==> src/rtl/ide_irq_pkg.sv <==
package ide_irq_pkg;

   // Bus-master status byte, most significant field first
   typedef struct packed {
      logic       simplex;
      logic [1:0] dma_cap;
      logic [1:0] rsvd;
      logic       irq;
      logic       err;
      logic       act;
   } bm_stat_t;

   localparam int ST_ACT        = 0;
   localparam int ST_ERR        = 1;
   localparam int ST_IRQ        = 2;
   localparam int ST_CAP_LO     = 5;
   localparam int ST_CAP_HI     = 6;

   localparam int MIRR_ADDR     = 6;
   localparam int MIRR_MODE_BIT = 1;
   localparam int MIRR_BLK_BASE = 4;

   function automatic int cmd_addr(input int ch);
      return 2 * ch;
   endfunction

   function automatic int stat_addr(input int ch);
      return 2 * ch + 1;
   endfunction

   function automatic int cfg_addr(input int ch);
      return 4 + ch;
   endfunction

   function automatic int cfg_irq_bit(input int ch);
      return (ch == 0) ? 1 : 4;
   endfunction

   function automatic int mirr_pend_bit(input int ch);
      return 2 + ch;
   endfunction

   function automatic int mirr_blk_bit(input int ch);
      return MIRR_BLK_BASE + ch;
   endfunction

endpackage

==> src/rtl/ide_chan_status.sv <==
module ide_chan_status
   import ide_irq_pkg::*;
(
   input  logic       clk,
   input  logic       rst_n,
   input  logic       drive_irq_i,
   input  logic       dma_done_i,
   input  logic       dma_err_i,
   input  logic       simplex_i,
   input  logic       cmd_we_i,
   input  logic       cmd_start_i,
   input  logic       cap_we_i,
   input  logic [1:0] cap_i,
   input  logic       err_w1c_i,
   input  logic       irq_w1c_i,
   input  logic       block_i,
   output logic       start_o,
   output bm_stat_t   stat_o,
   output logic       pend_o,
   output logic       irq_o,
   output logic       xfer_ok_o
);

   logic       drv_prev_q;
   logic       irq_q;
   logic       err_q;
   logic       act_q;
   logic       start_q;
   logic [1:0] cap_q;
   logic       drv_rise;
   logic       go;
   logic       halt;

   assign drv_rise = drive_irq_i & ~drv_prev_q;
   assign go       = cmd_we_i & cmd_start_i & ~start_q;
   assign halt     = cmd_we_i & ~cmd_start_i;

   always_ff @(posedge clk or negedge rst_n) begin
      if (!rst_n) begin
         drv_prev_q <= 1'b0;
         irq_q      <= 1'b0;
         err_q      <= 1'b0;
         act_q      <= 1'b0;
         start_q    <= 1'b0;
         cap_q      <= '0;
      end else begin
         drv_prev_q <= drive_irq_i;
         if (cmd_we_i) start_q <= cmd_start_i;
         act_q <= go | (act_q & ~halt & ~dma_done_i & ~dma_err_i);
         err_q <= dma_err_i | (err_q & ~err_w1c_i);
         irq_q <= drv_rise | (irq_q & ~irq_w1c_i);
         if (cap_we_i) cap_q <= cap_i;
      end
   end

   always_comb begin
      stat_o         = '0;
      stat_o.act     = act_q;
      stat_o.err     = err_q;
      stat_o.irq     = irq_q;
      stat_o.dma_cap = cap_q;
      stat_o.simplex = simplex_i;
   end

   assign start_o   = start_q;
   assign pend_o    = irq_q;
   assign irq_o     = irq_q & ~block_i;
   assign xfer_ok_o = stat_o.irq & ~stat_o.err & ~stat_o.act;

   AST_EDGE_SETS: assert property (@(posedge clk) disable iff (!rst_n)
      (drive_irq_i && !drv_prev_q) |=> pend_o);

   AST_ERR_SETS: assert property (@(posedge clk) disable iff (!rst_n)
      dma_err_i |=> (stat_o.err && !stat_o.act));

   AST_ERR_HOLD: assert property (@(posedge clk) disable iff (!rst_n)
      (stat_o.err && !err_w1c_i) |=> stat_o.err);

   AST_DONE_IDLE: assert property (@(posedge clk) disable iff (!rst_n)
      (dma_done_i && !(cmd_we_i && cmd_start_i)) |=> !stat_o.act);

endmodule

==> src/rtl/ide_reg_decode.sv <==
module ide_reg_decode
   import ide_irq_pkg::*;
#(
   parameter int NCHAN = 2,
   parameter int AW    = 4,
   parameter int DW    = 8
) (
   input  logic [AW-1:0]            addr_i,
   input  logic                     we_i,
   input  logic [DW-1:0]            wdata_i,
   input  logic [NCHAN-1:0]         start_i,
   input  logic [NCHAN-1:0][DW-1:0] stat_i,
   input  logic [NCHAN-1:0]         pend_i,
   input  logic [NCHAN-1:0]         blk_i,
   output logic [NCHAN-1:0]         cmd_we_o,
   output logic [NCHAN-1:0]         cap_we_o,
   output logic [NCHAN-1:0]         err_w1c_o,
   output logic [NCHAN-1:0]         irq_w1c_o,
   output logic                     mirr_we_o,
   output logic [DW-1:0]            rdata_o
);

   logic unused_wbits;
   assign unused_wbits = ^{wdata_i[DW-1:5], wdata_i[0]};

   assign mirr_we_o = we_i & (addr_i == AW'(MIRR_ADDR));

   for (genvar c = 0; c < NCHAN; c++) begin : g_strobe
      localparam int CA = cmd_addr(c);
      localparam int SA = stat_addr(c);
      localparam int FA = cfg_addr(c);
      localparam int FB = cfg_irq_bit(c);
      localparam int PB = mirr_pend_bit(c);
      logic cfg_hit;
      assign cfg_hit      = we_i & (addr_i == AW'(FA));
      assign cmd_we_o[c]  = we_i & (addr_i == AW'(CA));
      assign cap_we_o[c]  = we_i & (addr_i == AW'(SA));
      assign err_w1c_o[c] = cap_we_o[c] & wdata_i[ST_ERR];
      assign irq_w1c_o[c] = (cap_we_o[c] & wdata_i[ST_IRQ])
                          | (cfg_hit & wdata_i[FB])
                          | (mirr_we_o & wdata_i[PB]);
   end

   always_comb begin
      rdata_o = '0;
      for (int c = 0; c < NCHAN; c++) begin
         if (addr_i == AW'(cmd_addr(c)))  rdata_o[0] = start_i[c];
         if (addr_i == AW'(stat_addr(c))) rdata_o = stat_i[c];
         if (addr_i == AW'(cfg_addr(c)))  rdata_o[cfg_irq_bit(c)] = pend_i[c];
      end
      if (addr_i == AW'(MIRR_ADDR)) begin
         for (int c = 0; c < NCHAN; c++) begin
            rdata_o[mirr_pend_bit(c)] = pend_i[c];
            rdata_o[mirr_blk_bit(c)]  = blk_i[c];
         end
      end
   end

endmodule

==> src/rtl/ide_mirror_ctl.sv <==
module ide_mirror_ctl #(
   parameter int NCHAN = 2
) (
   input  logic             clk,
   input  logic             rst_n,
   input  logic             we_i,
   input  logic [NCHAN-1:0] blk_wr_i,
   input  logic             mode_wr_i,
   output logic [NCHAN-1:0] blk_o,
   output logic             mode_o
);

   always_ff @(posedge clk or negedge rst_n) begin
      if (!rst_n) begin
         blk_o  <= '1;
         mode_o <= 1'b0;
      end else if (we_i) begin
         blk_o  <= blk_wr_i;
         mode_o <= mode_wr_i;
      end
   end

   AST_BLK_LOAD: assert property (@(posedge clk) disable iff (!rst_n)
      we_i |=> (blk_o == $past(blk_wr_i)));

   AST_MODE_LOAD: assert property (@(posedge clk) disable iff (!rst_n)
      we_i |=> (mode_o == $past(mode_wr_i)));

endmodule

==> src/rtl/ide_irq_status.sv <==
module ide_irq_status
   import ide_irq_pkg::*;
#(
   parameter int NCHAN  = 2,
   parameter int ADDR_W = 4,
   parameter int DATA_W = 8
) (
   input  logic              clk,
   input  logic              rst_n,
   input  logic [NCHAN-1:0]  drive_irq_i,
   input  logic [NCHAN-1:0]  dma_done_i,
   input  logic [NCHAN-1:0]  dma_err_i,
   input  logic [NCHAN-1:0]  simplex_i,
   input  logic [ADDR_W-1:0] reg_addr_i,
   input  logic              reg_we_i,
   input  logic [DATA_W-1:0] reg_wdata_i,
   output logic [DATA_W-1:0] reg_rdata_o,
   output logic [NCHAN-1:0]  irq_o,
   output logic [NCHAN-1:0]  xfer_ok_o,
   output logic              rd_line_mode_o
);

   if (NCHAN != 2) begin : g_bad_nchan
      $error("ide_irq_status: bit layout fixes NCHAN at 2");
   end
   if (DATA_W != 8) begin : g_bad_dw
      $error("ide_irq_status: register port must be one byte wide");
   end
   if (ADDR_W < 3) begin : g_bad_aw
      $error("ide_irq_status: ADDR_W too small for seven registers");
   end

   logic [NCHAN-1:0]             cmd_we;
   logic [NCHAN-1:0]             cap_we;
   logic [NCHAN-1:0]             err_w1c;
   logic [NCHAN-1:0]             irq_w1c;
   logic                         mirr_we;
   logic [NCHAN-1:0]             start;
   logic [NCHAN-1:0]             pend;
   logic [NCHAN-1:0]             blk;
   logic [NCHAN-1:0][DATA_W-1:0] stat_b;
   bm_stat_t                     stat_s [NCHAN];

   ide_reg_decode #(.NCHAN(NCHAN), .AW(ADDR_W), .DW(DATA_W)) u_decode (
      .addr_i    (reg_addr_i),
      .we_i      (reg_we_i),
      .wdata_i   (reg_wdata_i),
      .start_i   (start),
      .stat_i    (stat_b),
      .pend_i    (pend),
      .blk_i     (blk),
      .cmd_we_o  (cmd_we),
      .cap_we_o  (cap_we),
      .err_w1c_o (err_w1c),
      .irq_w1c_o (irq_w1c),
      .mirr_we_o (mirr_we),
      .rdata_o   (reg_rdata_o)
   );

   ide_mirror_ctl #(.NCHAN(NCHAN)) u_mirror (
      .clk       (clk),
      .rst_n     (rst_n),
      .we_i      (mirr_we),
      .blk_wr_i  (reg_wdata_i[MIRR_BLK_BASE +: NCHAN]),
      .mode_wr_i (reg_wdata_i[MIRR_MODE_BIT]),
      .blk_o     (blk),
      .mode_o    (rd_line_mode_o)
   );

   for (genvar c = 0; c < NCHAN; c++) begin : g_chan
      localparam int CA = cmd_addr(c);
      localparam int SA = stat_addr(c);
      localparam int FA = cfg_addr(c);
      localparam int FB = cfg_irq_bit(c);
      localparam int PB = mirr_pend_bit(c);

      ide_chan_status u_chan (
         .clk         (clk),
         .rst_n       (rst_n),
         .drive_irq_i (drive_irq_i[c]),
         .dma_done_i  (dma_done_i[c]),
         .dma_err_i   (dma_err_i[c]),
         .simplex_i   (simplex_i[c]),
         .cmd_we_i    (cmd_we[c]),
         .cmd_start_i (reg_wdata_i[0]),
         .cap_we_i    (cap_we[c]),
         .cap_i       (reg_wdata_i[ST_CAP_HI:ST_CAP_LO]),
         .err_w1c_i   (err_w1c[c]),
         .irq_w1c_i   (irq_w1c[c]),
         .block_i     (blk[c]),
         .start_o     (start[c]),
         .stat_o      (stat_s[c]),
         .pend_o      (pend[c]),
         .irq_o       (irq_o[c]),
         .xfer_ok_o   (xfer_ok_o[c])
      );

      assign stat_b[c] = stat_s[c];

      AST_STAT_W1C: assert property (@(posedge clk) disable iff (!rst_n)
         (reg_we_i && reg_addr_i == ADDR_W'(SA) && reg_wdata_i[ST_IRQ]
          && !drive_irq_i[c]) |=> !pend[c]);

      AST_CFG_W1C: assert property (@(posedge clk) disable iff (!rst_n)
         (reg_we_i && reg_addr_i == ADDR_W'(FA) && reg_wdata_i[FB]
          && !drive_irq_i[c]) |=> !pend[c]);

      AST_MIRR_W1C: assert property (@(posedge clk) disable iff (!rst_n)
         (reg_we_i && reg_addr_i == ADDR_W'(MIRR_ADDR) && reg_wdata_i[PB]
          && !drive_irq_i[c]) |=> !pend[c]);

      AST_BLOCK_QUIET: assert property (@(posedge clk) disable iff (!rst_n)
         blk[c] |-> !irq_o[c]);

      AST_STOP_IDLE: assert property (@(posedge clk) disable iff (!rst_n)
         (reg_we_i && reg_addr_i == ADDR_W'(CA) && !reg_wdata_i[0])
         |=> (!stat_s[c].act && !start[c]));
   end

endmodule

==> config.mk <==
export PLATFORM = sky130hd
export DESIGN_NAME = ide_irq_status
export DESIGN_NICKNAME = d
export VERILOG_FILES = /design/src/rtl/ide_irq_pkg.sv /design/src/rtl/ide_chan_status.sv /design/src/rtl/ide_reg_decode.sv /design/src/rtl/ide_mirror_ctl.sv /design/src/rtl/ide_irq_status.sv
export SDC_FILE = /design/constraint.sdc
export NUM_CORES = 1
export LEC_CHECK = 0
export BUFFER_PORTS_ARGS = -buffer_cell sky130_fd_sc_hd__clkbuf_2
export CAP_MARGIN = 20
export CORE_MARGIN = 5
export CORE_UTILIZATION = 48
export DETAILED_ROUTE_END_ITERATION = 8
export PLACE_DENSITY = 0.77
export SLEW_MARGIN = 20
export SYNTH_ARGS = -nofsm -noshare
export SYNTH_HDL_FRONTEND = slang
export SYNTH_SLANG_ARGS = --single-unit
==> constraint.sdc <==
create_clock -name clk -period 2.1 [get_ports clk]
set_input_delay 0.63 -clock clk [delete_from_list [all_inputs] [get_ports clk]]
set_output_delay 0.63 -clock clk [all_outputs]
set_load 0.01 [all_outputs]
==> flow_summary.yaml, run 1 <==
status:
  outcome: "finished with violations"
  violations: "negative setup slack"
floorplanning:
  pin_count: 36
  core-area_sq_um: 2000
  std_cell_rows: 16
  die_x_microns: 56.1
  start_util: 0.510
  die_h_microns: 56.1
  dieArea_sq_um: 3150
power_and_ir_drop:
  p_sw_uw: 243
  power.leakage_nw: 0.735
  powerDensity_nw_per_um2: 538
  clock_power_share: 0.208
  swShare: 0.290
  p_int_uw: 595
  p_comb_frac: 0.294
  ir_drop_uv: 427
  power_uw: 839
  seqPwrFrac: 0.498
critical_path:
  path_max_fanout: 6
  crit_path_end_kind: "output port"
  start_kind: "primary input"
  slowest_stage: "mux4_2"
  worstPathCellList: "clkbuf_16 -> mux4_2 -> nor3b_2 -> buf_2"
  slowest_delay_ns: 0.51
  cp_data_required_time_ns: 1.47
  cp_data_arrival_time_ns: 1.59
  ff2ff_path_depth: 2
  crit_type: "primary input to output port"
timing:
  maxSlewHeadroom: 0.719
  worstMarginPinSlew_ns: 0.421
  rsz0062_at_grt: "yes"
  setup_viol: 8
  fin_crit_ns: 2.22
  layout_setup_ws_ns: -0.115
  hold_viol: 0
  finalMaxSlewViolations: 0
  finClkSkew_ns: 0.0000878
  fmax_mhz: 451
  fin_crit_sh: 1.05
final_layout:
  area.sequential_sq_um: 428
  diodes: 0
  multiInputGateArea_sq_um: 592
  drive_gt1_frac: 0.580
  n_fill_cell: 127
  fin_nets: 174
  area_delta_synth_final_pct: 52.7
  layoutNonFillerInstCount: 177
min_path:
  hold_path_class: "primary input to async pin"
clock_tree:
  cts_tree: "built"
  htree_levels: 1
  path_clk_slew_ns: 0.10
  clockBufferDepth: 2
  hold_buffers: 0
  insertion_delay_ns: 0.28
  numCtsBuffers: 3
  clkSinkCount: 17
  cts-root-buf: "clkbuf_4"
drt:
  firstDrtPassIters: 4
  avgRoutedWirePerCell_microns: 18.2
  drcViolationCount: 0
  initialDrtViolationCount: 49
  via_per_inst: 5.52
  via_count: 977
  postRouteWirelength_microns: 3220
  drtAntennaViolNets: 0
placed_design:
  placedCellCount: 166
  numPortBuffers: 34
  hpwl_microns: 2020
  place_congestion: 0.815
grt:
  grt_pass1_vias: 1022
  grt_pass1_wl_microns: 5070
  grt_max_degree: 18
  grt_remaining_overflow: 0
  grt_use_total: 0.204
  antenna_found_initial: 0
logic_synthesis:
  netlist_area_sq_um: 1020
  synth_edf_count: 0
  netlist_instances: 96
  synthFlopType: "dfrtp_1"
  synth-seq-area-share: 0.419
  syn-num-nets: 119
  ys_types: 38
  syn_area_per_cell_sq_um: 10.6
  yosysWarnings: 0
  ys_async_sr_fraction: 1.00
  synth_seq_cells: 17
flow_run:
  max_cap_violations: 0
## placed cells by master, fill, tap and decap left out, types with 2 or more instances in the layout
cell type / netlist / final
a21o_1: 2 / 2
a21oi_1: 3 / 3
a22o_1: 2 / 2
and3b_1: 2 / 2
buf_2: 3 / 7
buf_4: 4 / 16
buf_6: 0 / 7
clkbuf_16: 0 / 4
clkbuf_2: 1 / 23
clkbuf_4: 0 / 3
dfrtp_1: 15 / 15
dfstp_2: 2 / 2
inv_1: 4 / 4
mux2_2: 9 / 9
nand2_1: 7 / 7
nand3_1: 4 / 3
nand3b_1: 3 / 3
nor2_1: 3 / 2
nor2b_1: 3 / 3
nor3b_1: 6 / 3
nor3b_2: 1 / 3
o21ai_0: 3 / 2
## cells by family after synthesis
group | after synthesis | synth area share
AND/OR/NAND/NOR | 40 | 0.277
buffers and inverters | 12 | 0.0637
multiplexers | 10 | 0.121
flip-flops | 17 | 0.419
AO/OA/AOI/OAI | 17 | 0.119
## power by group through the flow
stage / combinational, mW / clock [mW] / sequential, mW
floorplan: 0.119 / 0 / 0.410
global placement: 0.192 / 0 / 0.416
detailed placement: 0.199 / 0 / 0.419
CTS: 0.229 / 0.181 / 0.413
global route: 0.264 / 0.194 / 0.424
finish: 0.246 / 0.175 / 0.417
## final timing paths
kind | startpoint | end | slack [ns]
worst max-delay path | reg_addr_i[0] | reg_rdata_o[0] | -0.12
worst min-delay path | rst_n | g_chan[0].u_chan.pend_o$_DFF_PN0_ | 0.26
worst max register to register | g_chan[1].u_chan.start_o$_DFFE_PN0N_ | g_chan[1].u_chan.act_q$_DFF_PN0_ | 1.20
worst min register to register | g_chan[1].u_chan.drv_prev_q$_DFF_PN0_ | g_chan[1].u_chan.pend_o$_DFF_PN0_ | 0.45
max in group asynchronous | rst_n | u_mirror.blk_o[0]$_DFFE_PN1N_ | 1.52
min in group clk | g_chan[1].u_chan.drv_prev_q$_DFF_PN0_ | g_chan[1].u_chan.pend_o$_DFF_PN0_ | 0.45
## cells in the mapped netlist, types with 2 or more instances
master / number / area share
nand3_1: 4 / 0.020
a22o_1: 2 / 0.017
a21o_1: 2 / 0.015
mux2_2: 9 / 0.099
o21ai_0: 3 / 0.015
and3b_1: 2 / 0.017
dfrtp_1: 15 / 0.37
nor2_1: 3 / 0.011
buf_4: 4 / 0.029
nand2_1: 7 / 0.026
dfstp_2: 2 / 0.051
a21oi_1: 3 / 0.015
nor2b_1: 3 / 0.018
inv_1: 4 / 0.015
buf_2: 3 / 0.015
nor3b_1: 6 / 0.044
nand3b_1: 3 / 0.022
## worst max-delay path: cells and delay by family
kind	cells	cell delay (ns)
multiplexers	1	0.51
buffers and inverters	2	0.27
AND/OR/NAND/NOR	1	0.18
## through the flow
stage          utilization  setup TNS, ns  setup slack (ns)  instance area (sq um)  hold WS [ns]
3_5_place_dp         0.654          -1.17            -0.197                   1310         0.436
5_1_grt              0.779         -0.694            -0.135                   1560         0.280
3_3_place_gp         0.654          -1.01            -0.168                   1310         0.428
2_1_floorplan            -              0            0.0291                   1030         0.334
4_1_cts              0.749         -0.176           -0.0609                   1500         0.266
6_report             0.779         -0.347            -0.115                   1560         0.256
## registers in the layout, summed over array words and instances (netlist names)
| signal | flops |
|---|---|
| g_chan.u_chan.err_q | 2 |
| g_chan.u_chan.act_q | 2 |
| g_chan.u_chan.pend_o | 2 |
| g_chan.u_chan.cap_q | 4 |
| g_chan.u_chan.drv_prev_q | 2 |
| u_mirror.mode_o | 1 |
| u_mirror.blk_o | 2 |
| g_chan.u_chan.start_o | 2 |
## repair_timing
| action | 4_1_cts | 5_1_grt |
|---|---|---|
| cloned | 1 | 1 |
| pin swaps | 8 | 7 |
| buffers inserted | 3 | 2 |
| setup endpoints to repair | 8 | 8 |
| resized for setup | 22 | 15 |
## metal layers
metal  wire length, microns  track usage  vias to the layer above
li1                       -            -                      456
met1                   1320        0.246                      482
met2                   1690        0.354                       33
met3                    139       0.0348                        6
met4                     75       0.0881                        0
met5                      0            0                        -
## cell type report
type | count | area share
Multi-Input combinational cell | 67 | 0.380
Timing Repair Buffer | 58 | 0.297
Sequential cell | 17 | 0.274
Tap cell | 27 | 0.0217
Clock buffer | 3 | 0.0144
Inverter | 4 | 0.00963
Clock inverter | 1 | 0.00321
(Power assumes the default switching activity.)
==> inputs of run 2 (changes only) <==
--- a/config.mk
+++ b/config.mk
@@ -5,12 +5,12 @@
 export SDC_FILE = /design/constraint.sdc
 export NUM_CORES = 1
 export LEC_CHECK = 0
+export ABC_AREA = 1
 export BUFFER_PORTS_ARGS = -buffer_cell sky130_fd_sc_hd__clkbuf_2
 export CAP_MARGIN = 20
-export CORE_MARGIN = 5
 export CORE_UTILIZATION = 48
 export DETAILED_ROUTE_END_ITERATION = 8
-export PLACE_DENSITY = 0.77
+export PLACE_DENSITY = 0.78
 export SLEW_MARGIN = 20
 export SYNTH_ARGS = -nofsm -noshare
 export SYNTH_HDL_FRONTEND = slang
==> constraint.sdc (replaced) <==
create_clock -name clk -period 2.1 [get_ports clk]
set_input_delay 0.21 -clock clk [delete_from_list [all_inputs] [get_ports clk]]
set_output_delay 0.21 -clock clk [all_outputs]
set_load 0.01 [all_outputs]
==> flow_summary.yaml, run 2 <==
status:
  outcome: "finished, final reports clean"
clock_tree:
  cts_resized: 0
  cts_tree: "built"
  numCtsBuffers: 3
  clkSinkCount: 17
  cts_setup_buffers: 0
  htree_levels: 1
  clockBufferDepth: 2
  cts-root-buf: "clkbuf_4"
  insertion_delay_ns: 0.28
  path_clk_slew_ns: 0.10
placed_design:
  place_ws_ns: 0.842
  place_congestion: 0.787
  numPortBuffers: 34
  hpwl_microns: 1680
min_path:
  hp-start: "drive_irq_i[1]"
  whs_endpoint: "g_chan[1].u_chan.drv_prev_q$_DFF_PN0_"
  hold_path_class: "primary input to register"
  holdPathStages: 1
drt:
  firstDrtPassIters: 4
  avgRoutedWirePerCell_microns: 11.1
  postRouteWirelength_microns: 2080
  via_per_inst: 4.96
  via_count: 933
  initialDrtViolationCount: 26
  drtAntennaViolNets: 0
  drcViolationCount: 0
logic_synthesis:
  ys_types: 21
  yosys.cell_count.top_type: "nand2_1"
  ys_async_sr_fraction: 1.00
  synth.area.top_cells: "dfrtp_1 (39%), nand2_1 (14%), inv_1 (6.2%)"
  synthFlopType: "dfrtp_1"
  synth_edf_count: 0
  syn-num-nets: 152
  yosysWarnings: 0
  synth-seq-area-share: 0.442
  synth_top_area_frac: 0.388
  synth_seq_cells: 17
  synthTopCellsByCount: "nand2_1 (36), inv_1 (16), dfrtp_1 (15)"
  netlist_area_sq_um: 967
  syn_area_per_cell_sq_um: 7.50
  yosys.area.top_type: "dfrtp_1"
  netlist_instances: 129
timing:
  fmax_mhz: 752
  maxSlewHeadroom: 0.720
  hold_viol: 0
  worstMarginPinSlew_ns: 0.419
  layout_setup_ws_ns: 0.771
  finClkSkew_ns: 0.00170
  setup_viol: 0
  tns_ns: 0
  rsz0062_at_grt: "no"
  finalMaxSlewViolations: 0
  fin_crit_sh: 0.633
  fin_crit_ns: 1.33
final_layout:
  diodes: 0
  largest_reg_flops: 4
  layout_common_cells: "nand2_1 (36), clkbuf_2 (34), inv_1 (16)"
  n_fill_cell: 184
  fin_nets: 187
  final_common_cell: "nand2_1"
  area_delta_synth_final_pct: 21.1
  drive_gt1_frac: 0.337
  largest_register: "g_chan.u_chan.cap_q"
grt:
  grt_pass1_vias: 793
  grt_remaining_overflow: 0
  antenna_found_initial: 0
  grt_use_total: 0.214
  grt_pass1_wl_microns: 3210
  grt_max_degree: 18
power_and_ir_drop:
  power.leakage_nw: 0.658
  ir_drop_uv: 475
  powerDensity_nw_per_um2: 625
critical_path:
  start_kind: "register"
  r2r_setup_slack_ns: 1.32
  cp_data_arrival_time_ns: 1.12
  ff2ff_path_depth: 3
  crit_type: "register to output port"
  path_max_fanout: 3
  timing.rr.end: "g_chan[0].u_chan.act_q$_DFF_PN0_"
  r2r-start: "g_chan[0].u_chan.start_o$_DFFE_PN0N_"
  crit_path_end_kind: "output port"
  cp_data_required_time_ns: 1.89
floorplanning:
  pin_count: 36
  die_h_microns: 46.9
  dieArea_sq_um: 2200
  start_util: 0.537
  std_cell_rows: 15
  core-area_sq_um: 1800
  die_x_microns: 46.9
flow_run:
  max_cap_violations: 0
[run 2: final cells by class]
class,instances,area (sq um),share of cell area
Clock inverter,1,5.00,0.00427
Tap cell,25,31.3,0.0267
Multi-Input combinational cell,88,430,0.368
Timing Repair Buffer,35,180,0.154
Sequential cell,17,428,0.365
Inverter,19,73.8,0.0630
Clock buffer,3,22.5,0.0192
[run 2: cells by family (layout without fill, tap and decap cells)]
kind of cell           count (synthesis)  count (layout)  share of synthesized area
and+or+nand+nor                       73              73                      0.352
buffers and inverters                 24              58                      0.113
DFF                                   17              17                      0.442
AOI/OAI and AO/OA                     15              15                     0.0931
[run 2: worst max-delay path, cell delays in order, from the launching register on]
cell	delay, ns
dfstp_2	0.56
nand2_1	0.05
o21ai_0	0.07
clkbuf_2	0.16
[run 2: power breakdown]
group,internal [mW],switching (mW),total (mW)
logic,0.0645,0.0948,0.159
registers,0.375,0.0260,0.401
clock network,0.0707,0.101,0.171
total,0.510,0.221,0.731
[run 2: per-stage QoR]
| step | cell area (sq um) | cells | hold WS [ns] | power (mW) | util |
|---|---|---|---|---|---|
| finish | 1170 | 188 | 0.0423 | 0.731 | 0.650 |
| global route | 1170 | 188 | 0.0291 | 0.777 | 0.650 |
| CTS | 1170 | 188 | 0.0408 | 0.737 | 0.650 |
| detailed placement | 1130 | 183 | 0.165 | 0.566 | 0.629 |
| global placement | 1130 | 183 | 0.158 | 0.558 | 0.629 |
| floorplan | 967 | 129 | -0.0856 | 0.507 | - |
[run 2: worst max path at each step]
stage	start	to	slack [ns]	cells past startpoint
finish	u_mirror.blk_o[0]$_DFFE_PN1N_	reg_rdata_o[4]	0.77	3
global route	g_chan[0].u_chan.pend_o$_DFF_PN0_	xfer_ok_o[0]	0.70	3
CTS	u_mirror.blk_o[0]$_DFFE_PN1N_	reg_rdata_o[4]	0.76	3
detailed placement	reg_addr_i[2]	reg_rdata_o[4]	0.84	8
global placement	reg_addr_i[1]	reg_rdata_o[4]	0.90	8
floorplan	reg_addr_i[2]	reg_rdata_o[4]	1.16	4
[run 2: per-layer routing]
metal / share of wire / vias to the layer above / wire length [microns] / global-route usage
met5: 0 / - / 0 / 0
met2: 0.48 / 28 / 1000 / 0.361
met1: 0.45 / 421 / 937 / 0.266
li1: - / 478 / - / -
met3: 0.041 / 6 / 86 / 0.0346
met4: 0.026 / 0 / 54 / 0.103
[run 2: what timing repair did]
item	4_1_cts	5_1_grt
hold buffers	1	0
endpoints found under the setup margin	0	0
hold endpoints to repair	15	0
